### src/rtl/pte_chk_pkg.sv
package pte_chk_pkg;

    localparam int FLAG_BITS = 10;

    localparam int B_V = 0;
    localparam int B_R = 1;
    localparam int B_W = 2;
    localparam int B_X = 3;
    localparam int B_U = 4;
    localparam int B_G = 5;
    localparam int B_A = 6;
    localparam int B_D = 7;

    typedef enum logic [1:0] {
        ACC_FETCH = 2'd0,
        ACC_LOAD  = 2'd1,
        ACC_STORE = 2'd2,
        ACC_ALT   = 2'd3
    } acc_e;

    typedef enum logic [1:0] {
        MODE_U = 2'd0,
        MODE_S = 2'd1,
        MODE_H = 2'd2,
        MODE_M = 2'd3
    } mode_e;

    typedef struct packed {
        logic fault;
        logic is_table;
        logic grant;
    } verdict_t;

endpackage

### src/rtl/pte_mode_sel.sv
module pte_mode_sel
    import pte_chk_pkg::*;
(
    input  logic [1:0] cur_mode_i,
    input  logic [1:0] prev_mode_i,
    input  logic [1:0] access_i,
    input  logic       mprv_i,
    input  logic       dbg_i,
    output logic [1:0] eff_mode_o
);

    logic [1:0] mode_d;

    always_comb begin
        mode_d = cur_mode_i;
        if (acc_e'(access_i) != ACC_FETCH && mprv_i && !dbg_i) begin
            mode_d = prev_mode_i;
        end
    end

    assign eff_mode_o = mode_d;

endmodule

### src/rtl/pte_rights.sv
module pte_rights
    import pte_chk_pkg::*;
(
    input  logic       v_i,
    input  logic       r_i,
    input  logic       w_i,
    input  logic       x_i,
    input  logic       u_i,
    input  logic [1:0] mode_i,
    input  logic [1:0] access_i,
    input  logic       user_lock_i,
    input  logic       exec_rd_i,
    output logic       fault_o,
    output logic       is_table_o,
    output logic       grant_o
);

    verdict_t verdict_d;
    logic     sup_d;
    logic     mode_bad_d;
    logic     right_ok_d;

    always_comb begin
        sup_d      = (mode_e'(mode_i) == MODE_S);
        mode_bad_d = u_i ? (sup_d && user_lock_i) : !sup_d;

        unique case (acc_e'(access_i))
            ACC_FETCH: right_ok_d = x_i;
            ACC_LOAD:  right_ok_d = r_i || (x_i && exec_rd_i);
            default:   right_ok_d = r_i && w_i;
        endcase

        verdict_d = '0;
        if (!v_i) begin
            verdict_d.fault = 1'b1;
        end else if (!r_i && !w_i && !x_i) begin
            verdict_d.is_table = 1'b1;
        end else if (mode_bad_d) begin
            verdict_d.fault = 1'b1;
        end else if (w_i && !r_i) begin
            verdict_d.fault = 1'b1;
        end else begin
            verdict_d.fault = !right_ok_d;
            verdict_d.grant = right_ok_d;
        end
    end

    assign fault_o    = verdict_d.fault;
    assign is_table_o = verdict_d.is_table;
    assign grant_o    = verdict_d.grant;

endmodule

### src/rtl/pte_flag_upd.sv
module pte_flag_upd
    import pte_chk_pkg::*;
#(
    parameter int FLAG_W = FLAG_BITS
) (
    input  logic [FLAG_W-1:0] flags_i,
    input  logic              grant_i,
    input  logic              store_i,
    output logic [FLAG_W-1:0] flags_o
);

    for (genvar i = 0; i < FLAG_W; i++) begin : g_bit
        if (i == B_A) begin : g_acc
            assign flags_o[i] = flags_i[i] | grant_i;
        end else if (i == B_D) begin : g_dirty
            assign flags_o[i] = flags_i[i] | (grant_i & store_i);
        end else begin : g_keep
            assign flags_o[i] = flags_i[i];
        end
    end

endmodule

### src/rtl/pte_perm_check.sv
module pte_perm_check
    import pte_chk_pkg::*;
#(
    parameter int FLAG_W = FLAG_BITS
) (
    input  logic [FLAG_W-1:0] pte_flags_i,
    input  logic [1:0]        access_i,
    input  logic [1:0]        cur_mode_i,
    input  logic [1:0]        prev_mode_i,
    input  logic              mprv_i,
    input  logic              dbg_i,
    input  logic              user_lock_i,
    input  logic              exec_rd_i,
    output logic [1:0]        eff_mode_o,
    output logic              fault_o,
    output logic              is_table_o,
    output logic [FLAG_W-1:0] flags_o
);

    localparam logic [1:0] ACC_F = 2'(ACC_FETCH);
    localparam logic [1:0] ACC_S = 2'(ACC_STORE);

    logic [1:0] eff_mode_d;
    logic       fault_d;
    logic       table_d;
    logic       grant_d;

    pte_mode_sel u_mode (
        .cur_mode_i  (cur_mode_i),
        .prev_mode_i (prev_mode_i),
        .access_i    (access_i),
        .mprv_i      (mprv_i),
        .dbg_i       (dbg_i),
        .eff_mode_o  (eff_mode_d)
    );

    pte_rights u_rights (
        .v_i         (pte_flags_i[B_V]),
        .r_i         (pte_flags_i[B_R]),
        .w_i         (pte_flags_i[B_W]),
        .x_i         (pte_flags_i[B_X]),
        .u_i         (pte_flags_i[B_U]),
        .mode_i      (eff_mode_d),
        .access_i    (access_i),
        .user_lock_i (user_lock_i),
        .exec_rd_i   (exec_rd_i),
        .fault_o     (fault_d),
        .is_table_o  (table_d),
        .grant_o     (grant_d)
    );

    pte_flag_upd #(
        .FLAG_W (FLAG_W)
    ) u_upd (
        .flags_i (pte_flags_i),
        .grant_i (grant_d),
        .store_i (access_i[1]),
        .flags_o (flags_o)
    );

    assign eff_mode_o = eff_mode_d;
    assign fault_o    = fault_d;
    assign is_table_o = table_d;

    always_comb begin
        // an invalid entry always faults and never descends
        a_r1_invalid_faults: assert (pte_flags_i[B_V] || (fault_o && !is_table_o))
            else $error("R1 invalid entry not faulted");
        // a table pointer neither faults nor alters the entry
        a_r2_table_clean: assert (!is_table_o || (!fault_o && flags_o == pte_flags_i))
            else $error("R2 table pointer altered or faulted");
        // write-without-read leaf always faults
        a_r5_reserved_faults: assert (!(pte_flags_i[B_V] && pte_flags_i[B_W] && !pte_flags_i[B_R]) || fault_o)
            else $error("R5 reserved encoding permitted");
        // a granted store implies read and write
        a_r8_store_needs_rw: assert (fault_o || is_table_o || access_i != ACC_S
                                     || (pte_flags_i[B_R] && pte_flags_i[B_W]))
            else $error("R8 store granted without rights");
        // fault leaves flags untouched, grant marks accessed
        a_r9_fault_keeps_flags: assert (!fault_o || flags_o == pte_flags_i)
            else $error("R9 flags changed on fault");
        a_r9_grant_marks: assert (fault_o || is_table_o || flags_o[B_A])
            else $error("R9 accessed not set on grant");
        // fetches never take the previous mode
        a_r10_fetch_cur_mode: assert (access_i != ACC_F || eff_mode_o == cur_mode_i)
            else $error("R10 fetch used substituted mode");
    end

endmodule

### config.mk
export PLATFORM = sky130hd
export DESIGN_NAME = pte_perm_check
export DESIGN_NICKNAME = d
export VERILOG_FILES = /design/src/rtl/pte_chk_pkg.sv /design/src/rtl/pte_mode_sel.sv /design/src/rtl/pte_rights.sv /design/src/rtl/pte_flag_upd.sv /design/src/rtl/pte_perm_check.sv
export SDC_FILE = /design/constraint.sdc
export NUM_CORES = 1
export LEC_CHECK = 0
export ABC_AREA = 1
export ABC_CLOCK_PERIOD_IN_PS = 1100
export BUFFER_PORTS_ARGS = -buffer_cell sky130_fd_sc_hd__clkbuf_2
export CORE_AREA = 4 4 41 43
export DETAILED_ROUTE_END_ITERATION = 6
export DIE_AREA = 0 0 45 47
export PLACE_DENSITY_LB_ADDON = 0.15
export SYNTH_ARGS = -nofsm -noshare
export SYNTH_HDL_FRONTEND = slang
export SYNTH_HIERARCHICAL = 1
export SYNTH_SLANG_ARGS = --single-unit
export TNS_END_PERCENT = 20
### constraint.sdc
create_clock -name vclk -period 1.1
set_clock_uncertainty 0.2 [all_clocks]
set_input_delay 0.11 -clock vclk [all_inputs]
set_output_delay 0.11 -clock vclk [all_outputs]
set_load 0.02 [all_outputs]
==> run metrics <==
full die area=0.00212 mm^2; Post-Synth Simple-Gate Area=50.0%; status=complete, but fails checks; post-route cell area=473 um^2; Cell Area, Placed=405 um^2; total number of vias=352; Die Span Y=47 um; CP max FO=3; largest net degree at the start of global routing=5; sequential cell area fraction in the yosys report=0%; failing checks=setup timing; ANT cells=0; PD cells=451 mW/mm^2; Cell Area, Synth=248 um^2; FMAX=0.648 GHz; post-synthesis average cell area=4.95 um^2; final hold vios=0; io pins=34; multiplexer share of the synthesized area=0%; initial antenna violation count=0; total internal power=0.107 mW; Core ar.=0.00130 mm^2; startpoint of the worst hold path=pte_flags_i[5]; Multi-input gate area=168 um^2; area share of fa/ha/maj cells after synthesis=0%; critical path, cell by cell=buf_6, inv_4, nor2_4, nand2_2, nand2_2, nand2_2, inv_2, nand2_2, nand2_1, nand2_1, nor2_2, and2_4, nand2_2, nand2_2, buf_6; final setup TNS=-1.43 ns; Worst setup SP type=input pin; Slew @ Worst Pin=0.152 ns; clock power share=0%; main combinational cell family by area after synthesis=simple AND/OR/NAND/NOR gates; Routed WL per cell=8.01 um; drt drc=0; Routed WL=737 um; Starting Density=19.0%; Register Area=0 um^2; Slew Limit Fails=0; crit-path max cell delay=0.16 ns; Combinational Power Share=100.0%; Ys Warns=6; # fillers=158; post-synth net total=70; RSZ-0062 raised after global routing=true; period utilization=140%; Port Buffers=28; layout net count=99; DP Cell Count=91; CP required=0.79 ns; Worst VDD drop=0.113 mV; total power=0.213 mW; setup ws final=-0.443 ns; Detailed Route Iter0 Violations=0; Die W=45 um; hold_buf cts=0; slew margin rel.=89.8%; xor/xnor share of the synthesized area=0%; Rows=13; switching share of power=49.8%; Worst setup startpoint=mprv_i; most used cell, CP=nand2_2; final setup fails=4; cell accounting for the most synthesized area=buf_4; P&R area growth vs syn=90.9%; Post-Synthesis Cells=50; vias in the first global route=275; DP Worst Slack=-0.465 ns; fin cells=92; Placer Congestion=0.687; clkbuf count=0; CP max stage cell=and2_4; Post-DRT Antenna Nets=0; gr usage total=6.29%; Synth area leaders=buf_4 24%, nand2_1 24%, inv_1 20%; sw power=0.106 mW; Crit Path Class=input pin to primary output; Tmin final=1.54 ns; end of the critical path=flags_o[7]; seq_cells=0; first-pass GRT wire length=1070 um; Lkg Pwr=0.306 nW; total gr overflow=0; Crit. End Element=primary output; DR vias/cell=3.83; HPWL after DPL=680 um; WP data arrival=1.23 ns; Compound-Gate Fraction of Synth Area=6.06%; Synth top area share=24.2%; synth unique cells=13; ratio of cells with drive above 1 in the final layout=71.4%; HP Class=input pin to primary output; register share of total power=0%; Initial DRT Pass Iterations=1; max-cap violations=0
==> final cells by class <==
class                           instances  share of cell area, %
Timing Repair Buffer                   35                   49.7
Multi-Input combinational cell         29                   35.4
Inverter                               13                   10.8
Tap cell                               15                   3.97
==> per-stage QoR <==
step                      hold WS (ns)  util [%]
final                           0.0200      36.3
after global routing            0.0200      36.3
after floorplan                  0.133         -
after global placement          0.0202      31.2
after detailed placement        0.0202      31.2
after CTS                       0.0202      33.3
==> cells in the final DEF, fill, tap and decap left out, drive strengths merged <==
master  count
and3        1
o21ai       1
nor2        4
clkbuf     22
nand2      17
buf        13
and2        1
inv        13
nand3       3
a21oi       2
==> what timing repair did <==
| action | in CTS | in global routing |
|---|---|---|
| endpoints found under the setup margin | 5 | 6 |
| buffers inserted | 0 | 1 |
| pin swaps | 0 | 9 |
| resized for setup | 10 | 16 |
==> power by group through the flow <==
stage | Combinational (mW) | Clock [mW] | Sequential (mW)
2_1_floorplan | 0.118 | 0 | 0
3_3_place_gp | 0.175 | 0 | 0
3_5_place_dp | 0.176 | 0 | 0
4_1_cts | 0.193 | 0 | 0
5_1_grt | 0.235 | 0 | 0
6_report | 0.213 | 0 | 0
==> cell families (layout without fill, tap and decap cells) <==
logic type | count (synthesis) | after routing
buffers and inverters | 21 | 48
AO/OA/AOI/OAI | 3 | 3
AND/OR/NAND/NOR | 26 | 26
==> cell usage after synthesis <==
cell,count
nand2_1,16
inv_1,13
buf_4,8
a21oi_1,2
nand3_1,2
nor2_1,2
and2_1,1
and3_1,1
nand2_2,1
nand3_2,1
nor2_2,1
nor2_4,1
o21ai_0,1
==> how the worst min path moves through the flow <==
stage | to | slack [ns] | depth (start not counted)
after floorplan | flags_o[0] | 0.13 | 1
after global placement | flags_o[5] | 0.02 | 0
after detailed placement | flags_o[5] | 0.02 | 0
after CTS | flags_o[5] | 0.02 | 0
after global routing | flags_o[8] | 0.02 | 0
final | flags_o[5] | 0.02 | 0
==> routing by layer <==
| layer | track usage [%] | vias up | part of all wire [%] |
|---|---|---|---|
| met2 | 12.1 | 9 | 57 |
| li1 | - | 192 | - |
| met3 | 0 | 0 | 9.0 |
| met4 | 0 | 0 | 0 |
| met1 | 8.31 | 151 | 34 |
| met5 | 0 | - | 0 |
==> critical path: cells and delay by family <==
| family | cells | cell delay [ns] |
|---|---|---|
| AND/OR/NAND/NOR | 11 | 0.85 |
| buffers and inverters | 4 | 0.26 |
(Power assumes the default switching activity.)
